--- src/rtl/spi_cmd_check.sv ---
module spi_cmd_check #(
  parameter int INIT_POLLS = 4,
  parameter int IDX_W      = 6,
  parameter int ARG_W      = 32,
  parameter int CRC_W      = 7
) (
  input  logic             clk,
  input  logic             rst_n,
  input  logic             crc_en,
  input  logic             frm_vld,
  input  logic [IDX_W-1:0] frm_idx,
  input  logic [ARG_W-1:0] frm_arg,
  input  logic [CRC_W-1:0] frm_crc,
  output logic             rsp_vld,
  output logic [7:0]       rsp_byte,
  output logic             exec_stb,
  output logic [IDX_W-1:0] exec_idx
);
  localparam int BODY_W = 2 + IDX_W + ARG_W;
  localparam int CNT_W  = $clog2(INIT_POLLS + 1);
  localparam logic [CRC_W-1:0] POLY = CRC_W'(7'h09);

  function automatic logic [CRC_W-1:0] crc_of(input logic [BODY_W-1:0] d);
    logic [CRC_W-1:0] c;
    logic fb;
    c = '0;
    for (int i = BODY_W - 1; i >= 0; i--) begin
      fb = d[i] ^ c[CRC_W-1];
      c  = {c[CRC_W-2:0], 1'b0};
      if (fb) c = c ^ POLY;
    end
    return c;
  endfunction

  function automatic logic supported(input logic [IDX_W-1:0] i);
    case (int'(i))
      0, 1, 9, 10, 12, 13, 16, 17, 18,
      24, 25, 27, 28, 29, 30, 58, 59: return 1'b1;
      default: return 1'b0;
    endcase
  endfunction

  logic             idle_q;
  logic [CNT_W-1:0] polls_q;

  wire [BODY_W-1:0] body    = {2'b01, frm_idx, frm_arg};
  wire              crc_bad = crc_en && (crc_of(body) != frm_crc);
  wire              is_rst  = (frm_idx == IDX_W'(0));
  wire              is_init = (frm_idx == IDX_W'(1));
  wire              idle_ok = is_rst || is_init || (frm_idx == IDX_W'(58));
  wire              idx_bad = idle_q ? !idle_ok : !supported(frm_idx);
  wire              accept  = !crc_bad && !idx_bad;
  wire [CNT_W-1:0]  poll_inc = polls_q + CNT_W'(1);
  wire              done_now = idle_q && is_init && (int'(poll_inc) >= INIT_POLLS);

  logic             idle_nxt;
  logic [CNT_W-1:0] polls_nxt;

  always_comb begin
    idle_nxt  = idle_q;
    polls_nxt = polls_q;
    if (accept) begin
      if (is_rst) begin
        idle_nxt  = 1'b1;
        polls_nxt = '0;
      end else if (idle_q && is_init) begin
        polls_nxt = poll_inc;
        if (done_now) idle_nxt = 1'b0;
      end
    end
  end

  always_ff @(posedge clk) begin
    if (!rst_n) begin
      idle_q   <= 1'b1;
      polls_q  <= '0;
      rsp_vld  <= 1'b0;
      rsp_byte <= 8'h00;
      exec_stb <= 1'b0;
      exec_idx <= '0;
    end else begin
      rsp_vld  <= frm_vld;
      exec_stb <= frm_vld && accept;
      if (frm_vld) begin
        exec_idx <= frm_idx;
        idle_q   <= idle_nxt;
        polls_q  <= polls_nxt;
        rsp_byte <= {4'b0000, crc_bad, idx_bad, 1'b0, idle_nxt};
      end
    end
  end
endmodule


--- config.mk ---
export PLATFORM = sky130hd
export DESIGN_NAME = spi_cmd_check
export DESIGN_NICKNAME = d
export VERILOG_FILES = /design/src/rtl/spi_cmd_check.sv
export SDC_FILE = /design/constraint.sdc
export NUM_CORES = 1
export LEC_CHECK = 0
export BUFFER_PORTS_ARGS = -buffer_cell sky130_fd_sc_hd__buf_2
export CORE_AREA = 5 5 78 80
export DETAILED_ROUTE_END_ITERATION = 16
export DIE_AREA = 0 0 83 85
export PLACE_DENSITY = 0.57
export SYNTH_ARGS = -nofsm -noshare
export SYNTH_HDL_FRONTEND = slang
export SYNTH_SLANG_ARGS = --single-unit
--- constraint.sdc ---
create_clock -name clk -period 4.4 [get_ports clk]
set_clock_uncertainty 0.15 [all_clocks]
set_input_delay 0.44 -clock clk [delete_from_list [all_inputs] [get_ports clk]]
set_output_delay 0.44 -clock clk [all_outputs]
set_load 0.01 [all_outputs]
# Word-level counts from Yosys, hierarchy flattened
# Memory sizes are Yosys's and may differ from the RTL's.
# Index checks and enable logic that the tools add are counted.
[word_totals] reg_bits=15 latch_bits=0 ram_bits=0 rom_bits=64 input_bits=49 out_inout_bits=16 wordCells=145 memories=1
[classes] add_sub_neg=1 mul=0 div=0 magnitude_cmp=1 eq_ne=3 shifts=0 muxes=45 bitwise_logic=74 reduce_logical=14
[mem_list] name="(no name shown)" words=64 width=1 rd=1 rd_ports_with_merged_regs=0 write_ports=0 line_no="36" source="case (int'(i))"
[ops] cell="2-to-1 mux 4 bit" count=38
[ops] cell="NOT 2 bit" count=37
[ops] cell="XOR 1 bit" count=34
[ops] cell="!= test 7 bit" count=1
[ops] cell="== test 6 x 1 -> 1 bit, second input constant" count=1
[ops] cell="== test 6 bit, second input constant" count=1
[ops] cell="zero test 6 bit" count=1
[ops] cell="2-to-1 mux 3 bit" count=2
[ops] cell="logical AND 1 bit" count=5
[ops] cell="2-to-1 mux 1 bit" count=5
[ops] cell="zero test 1 bit" count=4
[ops] cell="adder 3 x 1 -> 3 bit, second input constant" count=1
[ops] cell="greater-or-equal comparator 3 bit, second input constant" count=1
[ops] cell="AND reduction 3 bit" count=1
[ops] cell="XOR 1 bit, second input constant" count=3
[ops] cell="logical OR 1 bit" count=2
[ops] cell="nonzero test 2 bit" count=1

# Depth between registers and ports, before layout
# Gate-level depths: netlist of run 1.
[depth] depth_word=80 mapped_depth=10 ltp_nobuf=10

# Worst setup path before layout of run 1
# OpenSTA, ideal clock, no wires.
[synth_path] path_kind="input to register" start="in frm_idx[2]" end="reg rsp_byte[0]" setup_ns=0.115 t_arrival_ns=2.756 required_time_ns=4.135 setup_slack_ns=1.379 cell_stages=10 n_path_buf=1 path_cell_list="buf_4 > xnor2_1 > xnor3_1 > xnor3_1 > xnor3_1 > and3_1 > o21ai_1 > o21ai_4 > a32o_1 > o21a_1"
[synth_between] elab_chain_cells=35 elab_cells_between_ends=104 cone_classes="3 x eq/ne; 40 x mux; 49 x bitwise; 11 x reduce/logical; 1 x memory"
[synth_lines] item="from (decl)" line_no="11" source="input logic [IDX_W-1:0] frm_idx,"
[synth_lines] item="XOR 1 bit" line_no="28" source="fb = d[i] ^ c[CRC_W-1];"
[synth_lines] item="2-to-1 mux 4 bit" line_no="30" source="if (fb) c = c ^ POLY;"
[synth_lines] item="XOR 1 bit or 2-to-1 mux 4 bit (tied branches)" line_no="28, 30"
[synth_lines] item="2-to-1 mux 4 bit" line_no="30"
[synth_lines] item="2-to-1 mux 4 bit or NOT 2 bit (tied branches)"
[synth_lines] item="2-to-1 mux 4 bit" line_no="30"
[synth_lines] item="NOT 2 bit (no source line) or XOR 1 bit (tied branches)"
[synth_lines] item="2-to-1 mux 4 bit" line_no="30"
[synth_lines] item="[19 not listed]"
[synth_lines] item="2-to-1 mux 4 bit" line_no="30"
[synth_lines] item="2-to-1 mux 4 bit or NOT 2 bit (tied branches)"
[synth_lines] item="2-to-1 mux 4 bit" line_no="30"
[synth_lines] item="!= test 7 bit" line_no="47" source="wire crc_bad = crc_en && (crc_of(body) != frm_crc);"
[synth_lines] item="logical AND 1 bit" line_no="47"
[synth_lines] item="zero test 1 bit" line_no="52" source="wire accept = !crc_bad && !idx_bad;"
[synth_lines] item="logical AND 1 bit" line_no="52"
[synth_lines] item="2-to-1 mux 1 bit (*)" line_no="62" source="if (accept) begin"
[synth_lines] item="to (signal assigned)" line_no="88" source="rsp_byte <= {4'b0000, crc_bad, idx_bad, 1'b0, idle_nxt};"
[synth_lines] item="to (decl)" line_no="15" source="output logic [7:0] rsp_byte,"
# Every way passes the cells marked *; elsewhere a longest branch is shown, timed or not.
# A chain may end at the register's enable or synchronous reset.

# Worst setup path after layout of run 1
# Ends and elaborated chain as after synthesis.

==> results of run 1 <==
[layer usage]
metal	global-route usage [%]	up-vias	wire length, um
li1	-	691	-
met5	0	-	0
met1	14.9	592	1850
met3	2.14	2	189
met2	17.7	40	1780
met4	2.23	0	29
[cell type report]
type | count | area, um^2 | area share (%)
clock buffer | 3 | 41.3 | 1.90
clock inverter | 1 | 5.00 | 0.230
inverter | 5 | 18.8 | 0.864
multi-input combinational | 143 | 1420 | 65.5
sequential | 15 | 300 | 13.8
tap | 72 | 90.1 | 4.15
timing repair buffer | 59 | 295 | 13.6
[path summary, 6_finish.rpt]
check,start,endpoint,slack [ps],depth (start not counted)
hold / removal,rst_n,idle_q,310,2
setup / recovery,frm_idx[2],rsp_byte[0],1300,10
hold reg to reg,exec_idx[4],exec_idx[4],340,2
setup reg to reg,idle_q,polls_q[0],2750,5
[registers in the layout, summed over array words and instances (netlist names)]
register	cells
exec_stb	1
rsp_vld	1
idle_q	1
exec_idx	6
rsp_byte	3
polls_q	3
[logic make-up after synthesis]
group           Yosys count
mux                       8
simple gates             41
flops                    15
xor+xnor                 64
compound gates           20
buf+inv                  17
fa+ha+maj                 5
other cells               1
[synth_stat cells (all sizes together), types with 2 or more instances]
| cell type | instances | area share [%] |
|---|---|---|
| buf | 10 | 3.9 |
| xnor2 | 34 | 18 |
| o2bb2ai | 2 | 0.97 |
| nor4 | 3 | 1.0 |
| a21oi | 2 | 0.55 |
| xor2 | 9 | 4.4 |
| nand2 | 8 | 1.7 |
| nor2 | 14 | 2.9 |
| clkbuf | 2 | 0.42 |
| xor3 | 2 | 2.6 |
| inv | 4 | 0.83 |
| and2 | 3 | 1.0 |
| dfxtp | 15 | 17 |
| o21ai | 4 | 1.7 |
| o211ai | 3 | 1.2 |
| ha | 5 | 3.5 |
| xnor3 | 19 | 24 |
| mux2i | 8 | 4.4 |
| a211oi | 2 | 0.83 |
| and3 | 4 | 1.5 |
| nor3 | 4 | 1.4 |
[stage by stage]
stage	area, um^2	utilization (%)	setup WS, ps
floorplan	1820	-	1380
global placement	2130	39.9	1060
detailed placement	2130	39.9	1020
CTS	2170	40.7	1290
global route	2170	40.7	1110
finish	2170	40.7	1300
[power by group]
group / total, mW / internal [mW] / leakage (nW) / switching [mW]
Sequential: 0.144 / 0.142 / 0.123 / 0.00249
Clock: 0.114 / 0.0627 / 0.0255 / 0.0512
Combinational: 0.534 / 0.319 / 0.950 / 0.216
Total: 0.792 / 0.523 / 1.10 / 0.269
==> flow_metrics.tcl, run 1 <==
set metrics [dict create \
    post_cts_buffers 0 \
    antenna_left 0 \
    coreArea_um2 5340 \
    crit_path_end_kind "flop" \
    yosysWarnings 0 \
    rsz0062_at_grt "no" \
    cp-start-kind "primary input" \
    vias 1325 \
    p_leak_nw 1.10 \
    synth-simple-area-share_pct 11.8 \
    root_buffer "clkbuf_8" \
    grt_pass1_wl_um 6250 \
    p_per_area_nw_per_um2 365 \
    grt_pass1_vias 1286 \
    antenna_found_initial 0 \
    die_x_um 83 \
    layout_common_cells "buf_2 (59), xnor2_1 (31), xnor3_1 (18)" \
    synth_compound_area_share_pct 8.94 \
    avgSynthCellArea_um2 10.6 \
    async_reset_ff_share_pct 0 \
    drtIter0Drc 91 \
    finalMaxSlewViolations 0 \
    antennaDiodeCount 0 \
    status "finished clean" \
    worstPathRequired_ps 4400 \
    ios 65 \
    synth_ff_type "dfxtp_1" \
    htreeDepth 1 \
    rows 27 \
    ctsResizeCount 0 \
    dp_hpwl_um 3300 \
    ir_drop_v 0.000153 \
    fillCellCount 574 \
    hold_buffers 0 \
    setup_violations 0 \
    grt_max_degree 12 \
    drv_cap 0 \
    start_util_pct 33.8 \
    arrival_ps 3100 \
    synthAdderAreaFrac_pct 3.47 \
    path_cells "buf_2, xnor3_1, xor3_1, xnor3_1, xnor3_1, and3_1, o21ai_1, o21ai_4, a32o_1, o21a_1" \
    die_y_um 85 \
    hold_viol 0 \
    synth_xor_area_share_pct 49.1 \
    numCtsBuffers 3 \
    cts_tree "yes" \
    numClockSinks 15 \
    drt_wl_total_um 3850 \
    synth_edf_count 0 \
    tns_ps 0 \
    port_buffers 59 \
    cts_max_path_buffers 2 \
    dr.pass1.iters 4 \
    synth_mux_area_share_pct 4.44 \
    hp-class "in -> reg" \
    clk_pin_slew_ps 70 \
    cp_top_family "XOR/XNOR gates" \
    num-nets-final 281 \
    finalPower_mw 0.792 \
    ys_seq_area_share_pct 16.6 \
    drive_gt1_share_pct 32.3 \
    crit_buf_inv 1 \
    via_per_inst 4.45 \
    fmax_ghz 0.322 \
    areaGrowthSynthToFinish_pct 20.4 \
    layoutNonFillerInstCount 298 \
    insertion_delay_ps 250 \
    gr-usage-all-layers_pct 10.8 \
    wl_per_cell_um 12.9 \
    cp_slowest_cell "xnor3_1" \
    hold_slack_ps 305 \
    crit_type "in -> reg" \
    final_common_cell "buf_2" \
    period_minus_slack_ps 3100 \
    drc 0 \
    syn_inst 171 \
    die_area_um2 7060 \
    period_share_pct 70.5 \
    synth_top_family_by_area "XOR/XNOR gates" \
    critPathMaxFanout 11 \
    critPathMaxStageDelay_ps 520 \
    gr-total-overflow 0 \
    crit_top_cell "xnor3_1" \
    syn_area_um2 1810 \
    synth_cell_types 44 \
    ys_ff_latch 15 \
    dp.cells 294 \
    place_congestion 0.747 \
]
Power figures use the tool's default switching activity.
==> run 2, diff against run 1 <==
PLACE_DENSITY = 0.59   (was 0.57)
clock period = 2.5 ns   (was 4.4 ns; I/O delays follow)
==> run 2 against run 1 <==
  * The flow now finishes with violations (setup timing)
  * Global-route usage grew 0.97 points
  * Cell area grew 17%
  * Clock-buffer cell count grew 1
  * Die area is the same
  * Sequential power grew 76%
  * Critical endpoint unchanged
  * Non-clock buffer count grew 34
  * Clock power grew 66%
  * Via count grew 12%
  * Sequential share of layout area shrank 2.0 points
  * Utilization grew 7.0 points
  * Worst setup slack lost 1400 ps
==> flow_metrics.tcl, run 2 (synthesis results as in run 1) <==
set metrics [dict create \
    status "complete, but fails checks" \
    violations "setup timing" \
    fillCellCount 551 \
    wl_met3_um 194 \
    final_common_cell "buf_2" \
    antenna_found_initial 0 \
    num-nets-final 315 \
    dr.pass1.iters 4 \
    arrival_ps 2580 \
    insertion_delay_ps 240 \
    hold_buffers 0 \
    ir_drop_v 0.000262 \
    crit_buf_inv 1 \
    hp-start "rst_n" \
    ios 65 \
    grt_pass1_vias 1498 \
    placed_cell_area_um2 2390 \
    die_area_um2 7060 \
    root_buffer "clkbuf_8" \
    vias 1478 \
    path_cells "buf_2, xnor3_2, xor2_1, xnor2_1, xnor3_1, and3_1, o21ai_2, o21ai_4, a32o_1, o21a_1" \
    finalMaxSlewViolations 0 \
    final_cell_area_um2 2540 \
    drc 0 \
    drtIter0Drc 73 \
    antennaDiodeCount 0 \
    setup_violations 5 \
    gr-usage-all-layers_pct 11.8 \
    crit_start "frm_arg[22]" \
    wl_met1_um 1790 \
    maxUsedRoutingLayer "met4" \
    cts_tree "yes" \
    drt_wl_total_um 4140 \
    grt_max_degree 11 \
    drive_gt1_share_pct 47.3 \
    layout_common_cells "buf_2 (58), buf_4 (34), xnor2_1 (20)" \
    place_congestion 0.737 \
    cts_max_path_buffers 2 \
    period_share_pct 104 \
    critPathMaxStageDelay_ps 480 \
    regMostFlops "exec_idx" \
    crit_type "in -> reg" \
    start_util_pct 33.8 \
    tns_ps -382 \
    htreeDepth 1 \
    drv_cap 0 \
    setup_ws_ps -91.5 \
    rsz0062_at_grt "yes" \
    numCtsBuffers 3 \
    grt_pass1_wl_um 6870 \
    largest_reg_flops 6 \
    die_y_um 85 \
    gr-total-overflow 0 \
    period_minus_slack_ps 2590 \
    setup.worst_path.end "rsp_byte[0]" \
    rows 27 \
    r2r-start "idle_q" \
    p_leak_nw 1.33 \
    crit_path_end_kind "flop" \
    hold_slack_ps 135 \
    p_per_area_nw_per_um2 656 \
    wl_per_cell_um 12.5 \
    hold_viol 0 \
    r2r_cells 5 \
    fmax_ghz 0.386 \
    areaGrowthSynthToFinish_pct 41.0 \
    finalPower_mw 1.67 \
    via_per_inst 4.45 \
    cp-start-kind "primary input" \
    finish.utilization_pct 47.7 \
    numClockSinks 15 \
    critPathMaxFanout 8 \
    worstPathRequired_ps 2490 \
    die_x_um 83 \
    crit_cells 10 \
    wl_met2_um 2120 \
    antenna_left 0 \
    port_buffers 59 \
    largest_registers "exec_idx (6), polls_q (3), rsp_byte (3)" \
    r2r_slack_ps 870 \
    dp_hpwl_um 3540 \
    hp-class "in -> reg" \
    coreArea_um2 5340 \
    cp_top_family "XOR/XNOR gates" \
    cp_slowest_cell "xnor3_2" \
    clk_pin_slew_ps 60 \
    timing.rr.end "idle_q" \
]
==> run 2: cell count changes in the layout (fill, tap and decap cells not counted), moves of 2 or more <==
cell     previous run  this run
nor3_2              1         3
xnor2_2             2        12
buf_4               0        34
nor3_1              3         1
xnor3_2             1         4
xnor2_1            31        20
xnor3_1            18        15
==> run 2: through the flow <==
stage / cells / worst slack [ps]
after floorplan: 175 / -254
after global placement: 323 / -395
after detailed placement: 323 / -432
after CTS: 331 / -124
after global routing: 332 / -226
final: 332 / -91.5
==> run 2: area by class of cell <==
type / count / area [um^2] / share of cell area (%)
clock buffer: 4 / 45.0 / 1.77
inverter: 5 / 18.8 / 0.737
multi-input combinational: 143 / 1540 / 60.4
sequential: 15 / 300 / 11.8
tap: 72 / 90.1 / 3.54
timing repair buffer: 93 / 553 / 21.7
==> run 2: worst min path at each step <==
stage,end,cells after the start,slack [ps]
after global routing,idle_q,2,160
after global placement,rsp_byte[3],2,310
final,idle_q,2,130
after floorplan,exec_idx[0],2,250
after CTS,idle_q,2,120
after detailed placement,rsp_byte[3],2,310
==> run 2: power breakdown <==
part | switching, mW | leakage, nW | internal (mW)
Combinational | 0.475 | 1.18 | 0.750
Clock | 0.0767 | 0.0228 | 0.113
Sequential | 0.00458 | 0.123 | 0.249
Total | 0.556 | 1.33 | 1.11
==> run 2: timing repair <==
item	4_1_cts	5_1_grt
gates resized for setup	1	11
pin swaps	7	2
setup buffers	4	1
setup endpoints to repair	6	7
==> run 2: routing by layer <==
metal  vias up  global-route usage (%)
li1        758                       -
met1       676                    15.7
met4         0                    2.23
met3         4                    1.94
met2        40                    20.3
met5         -                       0
